`src/rtl/srs_pkg.sv`:
```
package srs_pkg;

    // Cause record; por sits at bit 0 and mclr at bit 3.
    typedef struct packed {
        logic mclr;
        logic lpbor;
        logic bor;
        logic por;
    } cause_t;

    localparam int CAUSE_W = 4;

    localparam cause_t CAUSE_AFTER_POR = '{mclr: 1'b0, lpbor: 1'b0, bor: 1'b0, por: 1'b1};

    // Cycles needed to cover a pulse width, rounded up.
    function automatic int ns_to_cycles(input int clk_mhz, input int width_ns);
        return (clk_mhz * width_ns + 999) / 1000;
    endfunction

endpackage

```
`src/rtl/srs_pin_filter.sv`:
```
module srs_pin_filter #(
    parameter int FILT_CYCLES = 40
) (
    input  logic clk,
    input  logic rst,
    input  logic pin_n_i,
    output logic req_o
);
    localparam int CNT_W = $clog2(FILT_CYCLES + 1);
    localparam logic [CNT_W-1:0] CNT_FULL = CNT_W'(FILT_CYCLES);

    logic [1:0]       sync_q;
    logic [CNT_W-1:0] low_cnt_q;
    logic             pin_low;

    assign pin_low = ~sync_q[1];

    always_ff @(posedge clk) begin
        if (rst) begin
            sync_q    <= 2'b11;
            low_cnt_q <= '0;
        end else begin
            sync_q <= {sync_q[0], pin_n_i};
            if (!pin_low)
                low_cnt_q <= '0;
            else if (low_cnt_q != CNT_FULL)
                low_cnt_q <= low_cnt_q + 1'b1;
        end
    end

    assign req_o = (low_cnt_q == CNT_FULL);

    AST_REQ_AFTER_LOW: assert property (@(posedge clk) disable iff (rst)
        req_o |-> $past(pin_low));

    AST_HIGH_RESTARTS: assert property (@(posedge clk) disable iff (rst)
        !pin_low |=> !req_o);

endmodule

```
`src/rtl/srs_monitor_gate.sv`:
```
module srs_monitor_gate (
    input  logic clk,
    input  logic rst,
    input  logic bg_en_i,
    input  logic bg_rdy_i,
    input  logic deep_sleep_i,
    input  logic cfg_i,
    input  logic wr_i,
    input  logic wdata_i,
    input  logic bor_trip_i,
    input  logic lpbor_trip_i,
    output logic bor_en_o,
    output logic lpbor_en_o,
    output logic bor_ev_o,
    output logic lpbor_ev_o
);
    logic lp_arm_q;

    always_ff @(posedge clk) begin
        if (rst)
            lp_arm_q <= 1'b0;
        else if (wr_i && cfg_i)
            lp_arm_q <= wdata_i;
    end

    assign bor_en_o   = ~rst & bg_en_i & bg_rdy_i & ~deep_sleep_i;
    assign lpbor_en_o = ~rst & lp_arm_q & deep_sleep_i;
    assign bor_ev_o   = bor_en_o & bor_trip_i;
    assign lpbor_ev_o = lpbor_en_o & lpbor_trip_i;

    AST_LOCKED_WRITE_IGNORED: assert property (@(posedge clk) disable iff (rst)
        (wr_i && !cfg_i) |=> $stable(lp_arm_q));

    AST_LP_ONLY_ASLEEP: assert property (@(posedge clk) disable iff (rst)
        lpbor_ev_o |-> deep_sleep_i);

endmodule

```
`src/rtl/srs_cause_reg.sv`:
```
module srs_cause_reg
    import srs_pkg::*;
(
    input  logic   clk,
    input  logic   rst,
    input  cause_t ev_i,
    input  cause_t clr_i,
    output cause_t cause_o
);
    cause_t cause_q;

    always_ff @(posedge clk) begin
        if (rst)
            cause_q <= CAUSE_AFTER_POR;
        else
            cause_q <= (cause_q & ~clr_i) | ev_i;
    end

    assign cause_o = cause_q;

    AST_EVENT_STICKS: assert property (@(posedge clk) disable iff (rst)
        ev_i.mclr |=> cause_q.mclr);

    AST_CLEAR_WORKS: assert property (@(posedge clk) disable iff (rst)
        (clr_i.bor && !ev_i.bor) |=> !cause_q.bor);

endmodule

```
`src/rtl/srs_stretch.sv`:
```
module srs_stretch #(
    parameter int HOLD_CYCLES = 16
) (
    input  logic clk,
    input  logic rst,
    input  logic src_i,
    output logic rst_o
);
    localparam int HW = $clog2(HOLD_CYCLES + 1);
    localparam logic [HW-1:0] HOLD_LOAD = HW'(HOLD_CYCLES);

    logic [HW-1:0] hold_q;
    logic          rst_q;

    always_ff @(posedge clk) begin
        if (rst || src_i) begin
            hold_q <= HOLD_LOAD;
            rst_q  <= 1'b1;
        end else if (hold_q != '0) begin
            hold_q <= hold_q - 1'b1;
            rst_q  <= 1'b1;
        end else begin
            rst_q  <= 1'b0;
        end
    end

    assign rst_o = rst_q;

    AST_POR_EXIT_HELD: assert property (@(posedge clk) disable iff (rst)
        $past(rst) |-> rst_q);

    AST_SOURCE_ASSERTS: assert property (@(posedge clk) disable iff (rst)
        src_i |=> (rst_q && hold_q == HOLD_LOAD));

endmodule

```
`src/rtl/supply_reset_seq.sv`:
```
module supply_reset_seq
    import srs_pkg::*;
#(
    parameter int CLK_MHZ      = 100,
    parameter int MIN_PULSE_NS = 400,
    parameter int HOLD_CYCLES  = 16
) (
    input  logic               clk,
    input  logic               por_i,
    input  logic               bg_en_i,
    input  logic               bg_rdy_i,
    input  logic               deep_sleep_i,
    input  logic               lpbor_cfg_i,
    input  logic               lpbor_en_wr_i,
    input  logic               lpbor_en_wdata_i,
    input  logic               bor_trip_i,
    input  logic               lpbor_trip_i,
    input  logic               mclr_n_i,
    input  logic [CAUSE_W-1:0] cause_clr_i,
    output logic               dev_rst_o,
    output logic               bor_mon_en_o,
    output logic               lpbor_mon_en_o,
    output logic [CAUSE_W-1:0] cause_o
);
    localparam int FILT_CYCLES = ns_to_cycles(CLK_MHZ, MIN_PULSE_NS);

    logic   mclr_req;
    logic   bor_ev;
    logic   lpbor_ev;
    logic   any_src;
    cause_t events;
    cause_t clears;
    cause_t cause_q;

    srs_pin_filter #(.FILT_CYCLES(FILT_CYCLES)) u_filter (
        .clk     (clk),
        .rst     (por_i),
        .pin_n_i (mclr_n_i),
        .req_o   (mclr_req)
    );

    srs_monitor_gate u_gate (
        .clk          (clk),
        .rst          (por_i),
        .bg_en_i      (bg_en_i),
        .bg_rdy_i     (bg_rdy_i),
        .deep_sleep_i (deep_sleep_i),
        .cfg_i        (lpbor_cfg_i),
        .wr_i         (lpbor_en_wr_i),
        .wdata_i      (lpbor_en_wdata_i),
        .bor_trip_i   (bor_trip_i),
        .lpbor_trip_i (lpbor_trip_i),
        .bor_en_o     (bor_mon_en_o),
        .lpbor_en_o   (lpbor_mon_en_o),
        .bor_ev_o     (bor_ev),
        .lpbor_ev_o   (lpbor_ev)
    );

    always_comb begin
        events       = '0;
        events.por   = por_i;
        events.bor   = bor_ev;
        events.lpbor = lpbor_ev;
        events.mclr  = mclr_req;
    end

    assign clears  = cause_t'(cause_clr_i);
    assign any_src = |events;

    srs_cause_reg u_cause (
        .clk     (clk),
        .rst     (por_i),
        .ev_i    (events),
        .clr_i   (clears),
        .cause_o (cause_q)
    );

    srs_stretch #(.HOLD_CYCLES(HOLD_CYCLES)) u_stretch (
        .clk   (clk),
        .rst   (por_i),
        .src_i (any_src),
        .rst_o (dev_rst_o)
    );

    assign cause_o = cause_q;

    AST_BOR_NEEDS_REF: assert property (@(posedge clk) disable iff (por_i)
        bor_ev |-> (bg_rdy_i && bg_en_i && !deep_sleep_i));

    AST_TRIP_MARKS_CAUSE: assert property (@(posedge clk) disable iff (por_i)
        bor_ev |=> (cause_q.bor && dev_rst_o));

endmodule

```
`config.mk`:
```
export PLATFORM = sky130hd
export DESIGN_NAME = supply_reset_seq
export DESIGN_NICKNAME = d
export VERILOG_FILES = /design/src/rtl/srs_pkg.sv /design/src/rtl/srs_pin_filter.sv /design/src/rtl/srs_monitor_gate.sv /design/src/rtl/srs_cause_reg.sv /design/src/rtl/srs_stretch.sv /design/src/rtl/supply_reset_seq.sv
export SDC_FILE = /design/constraint.sdc
export NUM_CORES = 1
export LEC_CHECK = 0
export ABC_AREA = 0
export BUFFER_PORTS_ARGS = -buffer_cell sky130_fd_sc_hd__buf_4
export CORE_MARGIN = 4
export CORE_UTILIZATION = 50
export CTS_CLUSTER_SIZE = 20
export DETAILED_ROUTE_END_ITERATION = 7
export PLACE_DENSITY = 0.76
export SYNTH_ARGS = -nofsm -noshare
export SYNTH_HDL_FRONTEND = slang
export SYNTH_HIERARCHICAL = 1
export SYNTH_SLANG_ARGS = --single-unit
```
`constraint.sdc`:
```
create_clock -name clk -period 4.3 [get_ports clk]
set_clock_uncertainty 0.2 [all_clocks]
set_input_delay 1.075 -clock clk [delete_from_list [all_inputs] [get_ports clk]]
set_output_delay 1.075 -clock clk [all_outputs]
set_load 0.05 [all_outputs]
```
==> summary.txt, run 1 <==
Run status
  • Status: finished clean

Critical path
  • Crit path capture: bor_mon_en_o
  • Worst Path Arrival: 1.75 ns
  • R2r endpoint: u_stretch/rst_o$_SDFF_PP1_
  • Worst setup path category: input pin to primary output
  • Critical path capture point type: primary output
  • CP startpoint: por_i
  • Critical Path RT: 3.02 ns
  • Worst setup SP type: input pin
  • Crit path max fanout: 18
  • Worst r2r src: u_filter/low_cnt_q[0]$_SDFFE_PP0P_
  • R2R depth: 6
  • Worst reg-to-reg setup slack: 1.90 ns

Floorplan
  • Chip Width: 49.2 µm
  • Row count: 14
  • Initial Util: 0.543
  • DIE AREA: 2420 µm²
  • Top Ports: 22
  • CORE AREA: 1560 µm²
  • Die Span Y: 49.2 µm

Global routing
  • First-pass GRT wire length: 2.80 mm
  • GRT Util Overall: 0.149
  • Initial antenna violation count: 0
  • Largest net degree at the start of global routing: 19
  • Vias in the first global route: 647
  • Remaining global-route overflow: 0

Layout
  • Most frequent cells in the layout: buf_4 (21), dfxtp_1 (19), nor2_1 (10)
  • Filler instances: 134
  • Commonest non-fill, non-tap cell in the layout: buf_4
  • Footprint of the multi-input gates: 422 µm²
  • Final cell count without fillers: 129
  • Antenna diode count: 0
  • Layout cells sized above 1: 0.292
  • Nets@finish: 133
  • Synth-to-layout area growth: 22.5%
  • Register area: 380 µm²
  • Post-Route Utilization: 0.665

Pwr
  • Sw Ratio: 0.246
  • P_sw: 0.0793 mW
  • Maximum VDD drop: 0.163 mV
  • Clock power frac: 0.270
  • PD cells: 311 nW/µm²
  • Int Pwr: 0.243 mW
  • LEAKAGE: 0.419 nW
  • Comb pwr share: 0.145
  • Flop pwr share: 0.585

Drt
  • Post-DRT Antenna Nets: 0
  • Drt drc: 0
  • 1st-pass router iterations: 4
  • WL final: 1.57 mm
  • Initial DRC Count: 1
  • Post-DR wirelength/cell: 12.1 µm
  • Vias: 674
  • Drt via density: 5.22

Timing
  • Final hold violation count: 0
  • Hold Worst Slack: 0.226 ns
  • Setup TNS: 0 ns
  • Final worst path period need: 3.03 ns
  • Pins over their slew limit: 0
  • Top achievable clock speed: 330 MHz
  • Max_slew headroom: 0.784
  • Least-Margin Pin Slew: 0.324 ns
  • Final setup violation count: 0
  • RSZ-0062 raised after global routing: false
  • Fin crit share: 0.704

Synth
  • Syn_nets: 109
  • Synthesized flop and latch total: 19
  • Post-synthesis sequential area ratio: 0.449
  • Cell variety after synth: 29
  • Mapped cell area: 847 µm²
  • Cells after Synth: 90
  • Syn. warnings: 6
  • Mean Syn Cell Area: 9.41 µm²

CTS
  • Cell at the root of the clock tree: clkbuf_4
  • H-tree levels: 1
  • Clk sinks: 19
  • Setup repair bufs after CTS: 0
  • Clock Latency Late Sink: 0.29 ns
  • CTS max path bufs: 2
  • CTS tree: yes
  • Clk slew on worst S/H paths: 0.10 ns
  • CTS hold repair buffers: 0
  • Cts bufs inserted: 3
  • Post-cts sizing count: 0

Placement
  • Post-DP HPWL: 1.25 mm
  • Port bufs: 21
  • Gpl congestion: 0.706
  • Placed cell count: 125

Flow run
  • Max-cap violations: 0

Min path
  • Min-Delay Path Class: flop to flop
-- worst min path at each step --
stage	start	end	slack [ns]	cells after the start
floorplan	u_filter/sync_q[0]$_SDFF_PP1_	u_filter/sync_q[1]$_SDFF_PP1_	0.19	1
global placement	u_filter/sync_q[0]$_SDFF_PP1_	u_filter/sync_q[1]$_SDFF_PP1_	0.19	1
detailed placement	u_filter/sync_q[0]$_SDFF_PP1_	u_filter/sync_q[1]$_SDFF_PP1_	0.20	1
CTS	u_filter/sync_q[0]$_SDFF_PP1_	u_filter/sync_q[1]$_SDFF_PP1_	0.23	1
global route	u_filter/sync_q[0]$_SDFF_PP1_	u_filter/sync_q[1]$_SDFF_PP1_	0.24	1
finish	u_filter/sync_q[0]$_SDFF_PP1_	u_filter/sync_q[1]$_SDFF_PP1_	0.23	1
-- layer usage --
| layer | up-vias | GRT usage | share of wire |
|---|---|---|---|
| li1 | 348 | - | - |
| met1 | 311 | 0.181 | 0.45 |
| met2 | 13 | 0.243 | 0.50 |
| met3 | 2 | 0.0367 | 0.040 |
| met4 | 0 | 0.0711 | 0.0083 |
| met5 | - | 0 | 0 |
-- synthesized netlist by cell type (all sizes together) --
cell type | count | share of area
dfxtp | 19 | 0.45
nor2 | 10 | 0.044
inv | 8 | 0.035
a21oi | 5 | 0.030
nor3 | 5 | 0.030
ha | 4 | 0.059
nand2 | 4 | 0.018
xnor2 | 4 | 0.041
nand2b | 3 | 0.022
nand3 | 3 | 0.033
nor3b | 3 | 0.027
o21ai | 3 | 0.018
or2 | 3 | 0.022
or3 | 2 | 0.015
xor2 | 2 | 0.021
a2111oi | 1 | 0.018
a21bo | 1 | 0.012
and2 | 1 | 0.0089
and4bb | 1 | 0.015
buf | 1 | 0.013
clkbuf | 1 | 0.0044
mux2i | 1 | 0.012
nand4b | 1 | 0.010
o211ai | 1 | 0.0089
o41ai | 1 | 0.010
or4 | 1 | 0.0089
or4b | 1 | 0.016
-- kinds of logic (layout without fill, tap and decap cells) --
family	count (synthesis)	count (layout)	synth area share
compound gates	12	12	0.0960
xor+xnor	6	6	0.0620
fa+ha+maj	4	4	0.0591
buf+inv	10	33	0.0532
flops	19	19	0.449
mux	1	1	0.0118
simple gates	38	38	0.269
-- critical path, stage by stage --
cell	delay, ns
buf_4	0.17
and4bb_2	0.31
buf_4	0.20
-- power groups by stage --
stage / combinational (mW) / clock, mW / sequential (mW)
detailed placement: 0.0472 / 0 / 0.192
finish: 0.0468 / 0.0870 / 0.188
CTS: 0.0476 / 0.0936 / 0.188
global placement: 0.0457 / 0 / 0.192
global route: 0.0522 / 0.101 / 0.190
floorplan: 0.0271 / 0 / 0.194
-- area by class of cell --
type / instances / share of cell area
clock buffers: 3 / 0.0217
clock inverters: 1 / 0.00483
flip-flops and latches: 19 / 0.367
well taps: 16 / 0.0193
repair buffers: 21 / 0.152
multi-input cells: 61 / 0.407
inverters: 8 / 0.0290
-- flip-flops by register name, indices dropped and copies added, names as in the netlist --
register,cells
u_filter/sync_q,2
u_gate/lp_arm_q,1
u_filter/low_cnt_q,6
u_cause/cause_o,4
u_stretch/rst_o,1
u_stretch/hold_q,5
-- stage by stage --
step / worst slack [ns] / cell area (µm²) / power, mW
after floorplan: 1.25 / 847 / 0.221
after global placement: 1.28 / 1010 / 0.238
after detailed placement: 1.27 / 1010 / 0.240
after CTS: 1.27 / 1040 / 0.330
after global routing: 1.24 / 1040 / 0.343
final: 1.27 / 1040 / 0.322
Note: power is estimated with default switching activity, not from simulation.
==> inputs of run 2 (changes only) <==
ABC_AREA = 1   (was 0)
PLACE_DENSITY = 0.75   (was 0.76)
clock period = 2.8 ns   (was 4.3 ns; I/O delays follow)
==> summary.txt, run 2 <==
Run status
  • Status: finished clean

Drt
  • Initial DRC Count: 6 (+5)
  • Post-DR wirelength/cell: 9.68 µm (-20%)
  • Drt via density: 4.62 (-12%)
  • Vias: 790 (+17%)
  • WL final: 1.66 mm (+5.6%)
  • Drt drc: 0 (unchanged)
  • 1st-pass router iterations: 4 (unchanged)
  • Post-DRT Antenna Nets: 0 (unchanged)

Timing
  • Fin crit share: 0.782
  • Least-Margin Pin Slew: 0.196 ns (-0.128 ns)
  • Final worst path period need: 2.19 ns
  • Max_slew headroom: 0.869 (+0.0853)
  • Pins over their slew limit: 0 (unchanged)
  • RSZ-0062 raised after global routing: false
  • Final setup violation count: 0 (unchanged)
  • Final hold violation count: 0 (unchanged)
  • Top achievable clock speed: 457 MHz
  • Setup TNS: 0 ns (unchanged)

Synth
  • Ranking of synthesized cells by area: dfxtp_1 (42%), nand2_1 (9.4%), inv_1 (8.6%), nor2_1 (6.6%), ha_1 (5.5%)
  • Mapped cell area: 916 µm² (+8.1%)
  • Async SR Flop Fraction: 0 (unchanged)
  • Share of the synthesized area in the top cell type: 0.415 (-0.0337)
  • Synthesized flop and latch total: 19 (unchanged)
  • Mean Syn Cell Area: 7.57 µm² (-20%)
  • Cell variety after synth: 24 (-17%)
  • Top FF cell, synth: dfxtp_1
  • Area leader, netlist: dfxtp_1
  • Most frequent cell after synthesis: nand2_1
  • Post-synthesis sequential area ratio: 0.415 (-0.0337)
  • Syn_nets: 140 (+28%)
  • Synth top cells by count: nand2_1 (23), inv_1 (21), dfxtp_1 (19), nor2_1 (16), nand3_1 (7)
  • EDFF count, synth: 0 (unchanged)
  • Cells after Synth: 121 (+34%)
  • Syn. warnings: 6 (unchanged)

Placement
  • Gpl congestion: 0.843 (+20%)
  • Post-DP HPWL: 1.32 mm (+6.0%)
  • Port bufs: 21 (unchanged)

CTS
  • Clock Latency Late Sink: 0.29 ns (about the same)
  • CTS hold repair buffers: 0 (unchanged)
  • CTS tree: yes
  • Cts bufs inserted: 3 (unchanged)
  • Setup repair bufs after CTS: 0 (unchanged)
  • Clk slew on worst S/H paths: 0.10 ns (about the same)
  • Clk sinks: 19 (unchanged)
  • Post-cts sizing count: 0 (unchanged)
  • CTS max path bufs: 2 (unchanged)
  • Cell at the root of the clock tree: clkbuf_4
  • H-tree levels: 1 (unchanged)

Floorplan
  • CORE AREA: 1730 µm² (+11%)
  • Top Ports: 22 (unchanged)
  • Chip Width: 50.8 µm (+3.3%)
  • Die Span Y: 50.8 µm (+3.3%)
  • DIE AREA: 2580 µm² (+6.8%)
  • Row count: 15 (+1)
  • Initial Util: 0.530 (-0.0129)

Layout
  • Antenna diode count: 0 (unchanged)
  • Layout cells sized above 1: 0.260 (-0.0318)
  • Synth-to-layout area growth: 23.5%
  • Post-Route Utilization: 0.655 (-0.0103)
  • Filler instances: 165 (+23%)
  • Largest register FFs: 6 (unchanged)
  • Reg with most FFs: u_filter/low_cnt_q
  • Register area: 380 µm² (unchanged)
  • Footprint of the multi-input gates: 453 µm² (+7.4%)
  • Commonest non-fill, non-tap cell in the layout: nand2_1
  • Most frequent cells in the layout: nand2_1 (23), buf_4 (21), inv_1 (21)
  • Nets@finish: 166 (+25%)

Global routing
  • Initial antenna violation count: 0 (unchanged)
  • Largest net degree at the start of global routing: 14 (-5)
  • Remaining global-route overflow: 0 (unchanged)
  • First-pass GRT wire length: 3.15 mm (+13%)
  • GRT Util Overall: 0.163 (+0.0139)
  • Vias in the first global route: 831 (+28%)

Critical path
  • CP startpoint: por_i
  • Critical path capture point type: primary output
  • CP most frequent cell: buf_4
  • R2R depth: 9 (+3)
  • Cell chain of the critical path: buf_4 > inv_2 > nand2_2 > nor2_1 > buf_4
  • Worst setup SP type: input pin
  • Critical Path RT: 1.90 ns (-1.12 ns)
  • Delay-heaviest family, CP: buffers and inverters
  • Crit path max fanout: 13 (-5)
  • Worst setup path category: input pin to primary output
  • R2r endpoint: u_stretch/hold_q[3]$_SDFFE_PP0P_
  • Slowest cell delay on critical path: 0.20 ns (-0.11 ns)
  • Slowest CP cell: buf_4
  • CP bufs+invs: 3 (+1)
  • Worst reg-to-reg setup slack: 1.06 ns (-0.84 ns)
  • Worst Path Arrival: 1.29 ns (-0.46 ns)
  • Worst r2r src: u_filter/low_cnt_q[0]$_SDFFE_PP0P_

Min path
  • Sink of the worst hold path: u_filter/sync_q[1]$_SDFF_PP1_
  • HP Start: u_filter/sync_q[0]$_SDFF_PP1_
  • Min-Delay Path Class: flop to flop
  • Hold Crit Depth: 1 (unchanged)

Pwr
  • Power Total: 0.515 mW (+60%)
  • Maximum VDD drop: 0.274 mV (+69%)
  • LEAKAGE: 0.512 nW (+22%)
  • PD cells: 455 nW/µm² (+47%)

Flow run
  • Max-cap violations: 0 (unchanged)
-- run 2: where the power goes --
part | switching, mW | internal (mW) | total [mW]
clock network | 0.0799 | 0.0554 | 0.135
registers | 0.00843 | 0.282 | 0.290
logic | 0.0498 | 0.0397 | 0.0895
total | 0.138 | 0.377 | 0.515
-- run 2: how the worst max path moves through the flow --
stage | end | cells past startpoint
after detailed placement | bor_mon_en_o | 5
after global placement | bor_mon_en_o | 5
after CTS | bor_mon_en_o | 5
final | bor_mon_en_o | 5
after global routing | bor_mon_en_o | 5
after floorplan | bor_mon_en_o | 3
-- run 2: area by class of cell --
type	instances	share of cell area
Timing Repair Buffer	21	0.139
Multi-Input combinational cell	80	0.400
Tap cell	25	0.0277
Inverter	22	0.0730
Clock buffer	4	0.0232
Sequential cell	19	0.336
-- run 2: kinds of logic after synthesis --
kind of cell | after synthesis | share of synthesized area
DFF | 19 | 0.415
AOI/OAI and AO/OA | 9 | 0.0533
xor gates and xnor gates | 3 | 0.0287
buffers and inverters | 22 | 0.0902
and+or+nand+nor | 64 | 0.358
adders and majority gates | 4 | 0.0546
-- run 2: metal layers --
| layer | track usage | share of wire |
|---|---|---|
| met4 | 0.0852 | 0.023 |
| met1 | 0.168 | 0.41 |
| met2 | 0.302 | 0.52 |
| met3 | 0.0356 | 0.039 |
| met5 | 0 | 0 |
-- run 2: metrics by stage --
stage / hold WS, ns / cell area, µm² / cells / setup WS, ns
6_report: 0.220 / 1130 / 171 / 0.611
5_1_grt: 0.260 / 1130 / 171 / 0.538
3_3_place_gp: 0.193 / 1100 / 167 / 0.620
4_1_cts: 0.223 / 1130 / 171 / 0.606
3_5_place_dp: 0.198 / 1100 / 167 / 0.606
2_1_floorplan: 0.189 / 916 / 121 / 0.456
==> inputs of run 3 (changes only) <==
ABC_AREA = 0   (was 1)
CORE_UTILIZATION = 45   (was 50)
PLACE_DENSITY = 0.72   (was 0.75)
clock period = 1.8 ns   (was 2.8 ns; I/O delays follow)
==> summary.txt, run 3 (same netlist as run 1, synthesis figures left out) <==
Timing
  • Final setup violation count: 1 (+1)
  • RSZ-0062 raised after global routing: true
  • Setup TNS: -0.00772 ns (-0.00772 ns)
  • Setup WS post-layout: -0.00772 ns (-0.619 ns)
  • Max_slew headroom: 0.821 (-0.0475)
  • Least-Margin Pin Slew: 0.264 ns (+0.0685 ns)
  • Hold Worst Slack: 0.135 ns (-0.0846 ns)
  • Final worst path period need: 1.81 ns
  • Top achievable clock speed: 553 MHz
  • Pins over their slew limit: 0 (unchanged)
  • Fin crit share: 1.00
  • Final hold violation count: 0 (unchanged)

Critical path
  • Worst r2r src: u_filter/low_cnt_q[1]$_SDFFE_PP0P_
  • Worst Path Arrival: 1.79 ns (+0.50 ns)
  • Delay-heaviest family, CP: simple AND/OR/NAND/NOR gates
  • Slowest cell delay on critical path: 0.42 ns (+0.22 ns)
  • Critical path capture point type: flop
  • Slowest CP cell: or4_4
  • CP bufs+invs: 1 (-2)
  • Worst setup SP type: flop
  • CP startpoint: u_filter/low_cnt_q[1]$_SDFFE_PP0P_
  • Worst setup path category: flop to flop
  • Crit path max fanout: 3 (-10)
  • Cell chain of the critical path: inv_2 > ha_2 > nand4b_1 > nor2_2 > or4_4 > or3_1
  • Critical Path RT: 1.79 ns (-0.11 ns)

CTS
  • CTS max path bufs: 2 (unchanged)
  • CTS hold repair buffers: 0 (unchanged)
  • Clk slew on worst S/H paths: 0.10 ns (about the same)
  • CTS tree: yes
  • Clk sinks: 19 (unchanged)
  • Cell at the root of the clock tree: clkbuf_4
  • Clock Latency Late Sink: 0.29 ns (about the same)
  • Cts bufs inserted: 3 (unchanged)
  • H-tree levels: 1 (unchanged)

Floorplan
  • Chip Width: 51.4 µm (+1.2%)
  • Die Span Y: 51.4 µm (+1.2%)
  • Initial Util: 0.480 (-0.0503)
  • DIE AREA: 2640 µm² (+2.3%)
  • Top Ports: 22 (unchanged)
  • Row count: 15 (unchanged)
  • CORE AREA: 1760 µm² (+2.2%)

Global routing
  • Vias in the first global route: 785 (-5.5%)
  • Remaining global-route overflow: 0 (unchanged)
  • Initial antenna violation count: 0 (unchanged)
  • Largest net degree at the start of global routing: 12 (-2)
  • First-pass GRT wire length: 2.97 mm (-5.9%)
  • GRT Util Overall: 0.147 (-0.0155)

Drt
  • Post-DRT Antenna Nets: 0 (unchanged)
  • Drt via density: 4.78 (+3.4%)
  • WL final: 1.69 mm (+2.2%)
  • 1st-pass router iterations: 4 (unchanged)
  • Vias: 736 (-6.8%)
  • Drt drc: 0 (unchanged)
  • Post-DR wirelength/cell: 11.0 µm (+13%)
  • Initial DRC Count: 6 (unchanged)

Pwr
  • Maximum VDD drop: 0.386 mV (+41%)
  • LEAKAGE: 0.501 nW (-2.3%)
  • PD cells: 649 nW/µm² (+43%)

Layout
  • Commonest non-fill, non-tap cell in the layout: buf_4
  • Antenna diode count: 0 (unchanged)
  • Footprint of the multi-input gates: 467 µm² (+3.0%)
  • Filler instances: 158 (-4.2%)
  • Post-Route Utilization: 0.690 (+0.0350)
  • Layout cells sized above 1: 0.457 (+0.197)
  • Synth-to-layout area growth: 43.7%
  • Largest register FFs: 6 (unchanged)
  • Reg with most FFs: u_filter/low_cnt_q
  • Nets@finish: 149 (-10%)
  • Most frequent cells in the layout: buf_4 (37), dfxtp_1 (17), nor2_1 (9)
  • Register area: 385 µm² (+1.3%)
  • Final cell count without fillers: 154 (-9.9%)

Min path
  • HP Start: cause_clr_i[0]
  • Min-Delay Path Class: input pin to flop

Placement
  • Port bufs: 21 (unchanged)
  • Post-DP HPWL: 1.30 mm (-1.3%)
  • Placed cell count: 145 (-13%)
  • Gpl congestion: 0.753 (-11%)

Run status
  • Status: finished, violations left
  • Failing checks: setup timing

Flow run
  • Max-cap violations: 0 (unchanged)
[run 3: cell types whose count changed in the layout (fill, tap and decap cells not counted), sizes merged, moves of 3 or more]
cell | previous run | this run
buf | 21 | 37
inv | 22 | 8
nand2 | 26 | 4
nand2b | 0 | 3
nand3 | 8 | 3
nor2 | 20 | 10
nor3 | 2 | 5
[run 3: final cells by class]
cell class / count / area share
clock buffers: 4 / 0.0216
inverters: 8 / 0.0247
multi-input cells: 61 / 0.383
flip-flops and latches: 19 / 0.317
well taps: 25 / 0.0257
repair buffers: 37 / 0.228
[run 3: path summary, 6_finish.rpt]
kind,slack [ns],to,cells past startpoint
max reg2reg,-0.008,u_stretch/rst_o$_SDFF_PP1_,6
min,0.14,u_cause/cause_o[0]$_SDFF_PP1_,2
min reg2reg,0.23,u_filter/sync_q[1]$_SDFF_PP1_,1
max,-0.008,u_stretch/rst_o$_SDFF_PP1_,6
[run 3: where the power goes]
part           leakage, nW  total, mW  internal [mW]  switching [mW]
combinational        0.329      0.132         0.0733          0.0586
sequential           0.156      0.448          0.436          0.0123
clock               0.0150      0.210         0.0862           0.124
total                0.501      0.790          0.595           0.195
[run 3: worst register-to-register path, cell delays in order (launching register included)]
cell      delay [ns]
dfxtp_2         0.34
inv_2           0.04
ha_2            0.16
nand4b_1        0.14
nor2_2          0.06
or4_4           0.42
or3_1           0.35
[run 3: what timing repair did]
| item | CTS | global route |
|---|---|---|
| setup buffers | 6 | 0 |
| setup endpoints to repair | 5 | 9 |
| pin swaps | 4 | 3 |
| gates resized for setup | 1 | 4 |
[run 3: through the flow]
stage	setup slack (ns)	power [mW]	instance area, µm²
2_1_floorplan	-0.178	0.530	866
3_3_place_gp	-0.182	0.576	1120
3_5_place_dp	-0.208	0.581	1120
4_1_cts	-0.0314	0.803	1210
5_1_grt	-0.0899	0.830	1220
6_report	-0.00772	0.790	1220
[run 3: layer usage]
layer,vias to the layer above,wire length (µm),global-route usage,share of wire
met5,-,0,0,0
met3,2,108,0.0379,0.064
li1,381,-,-,-
met1,332,713,0.162,0.42
met4,0,9,0.0655,0.0053
met2,21,860,0.263,0.51
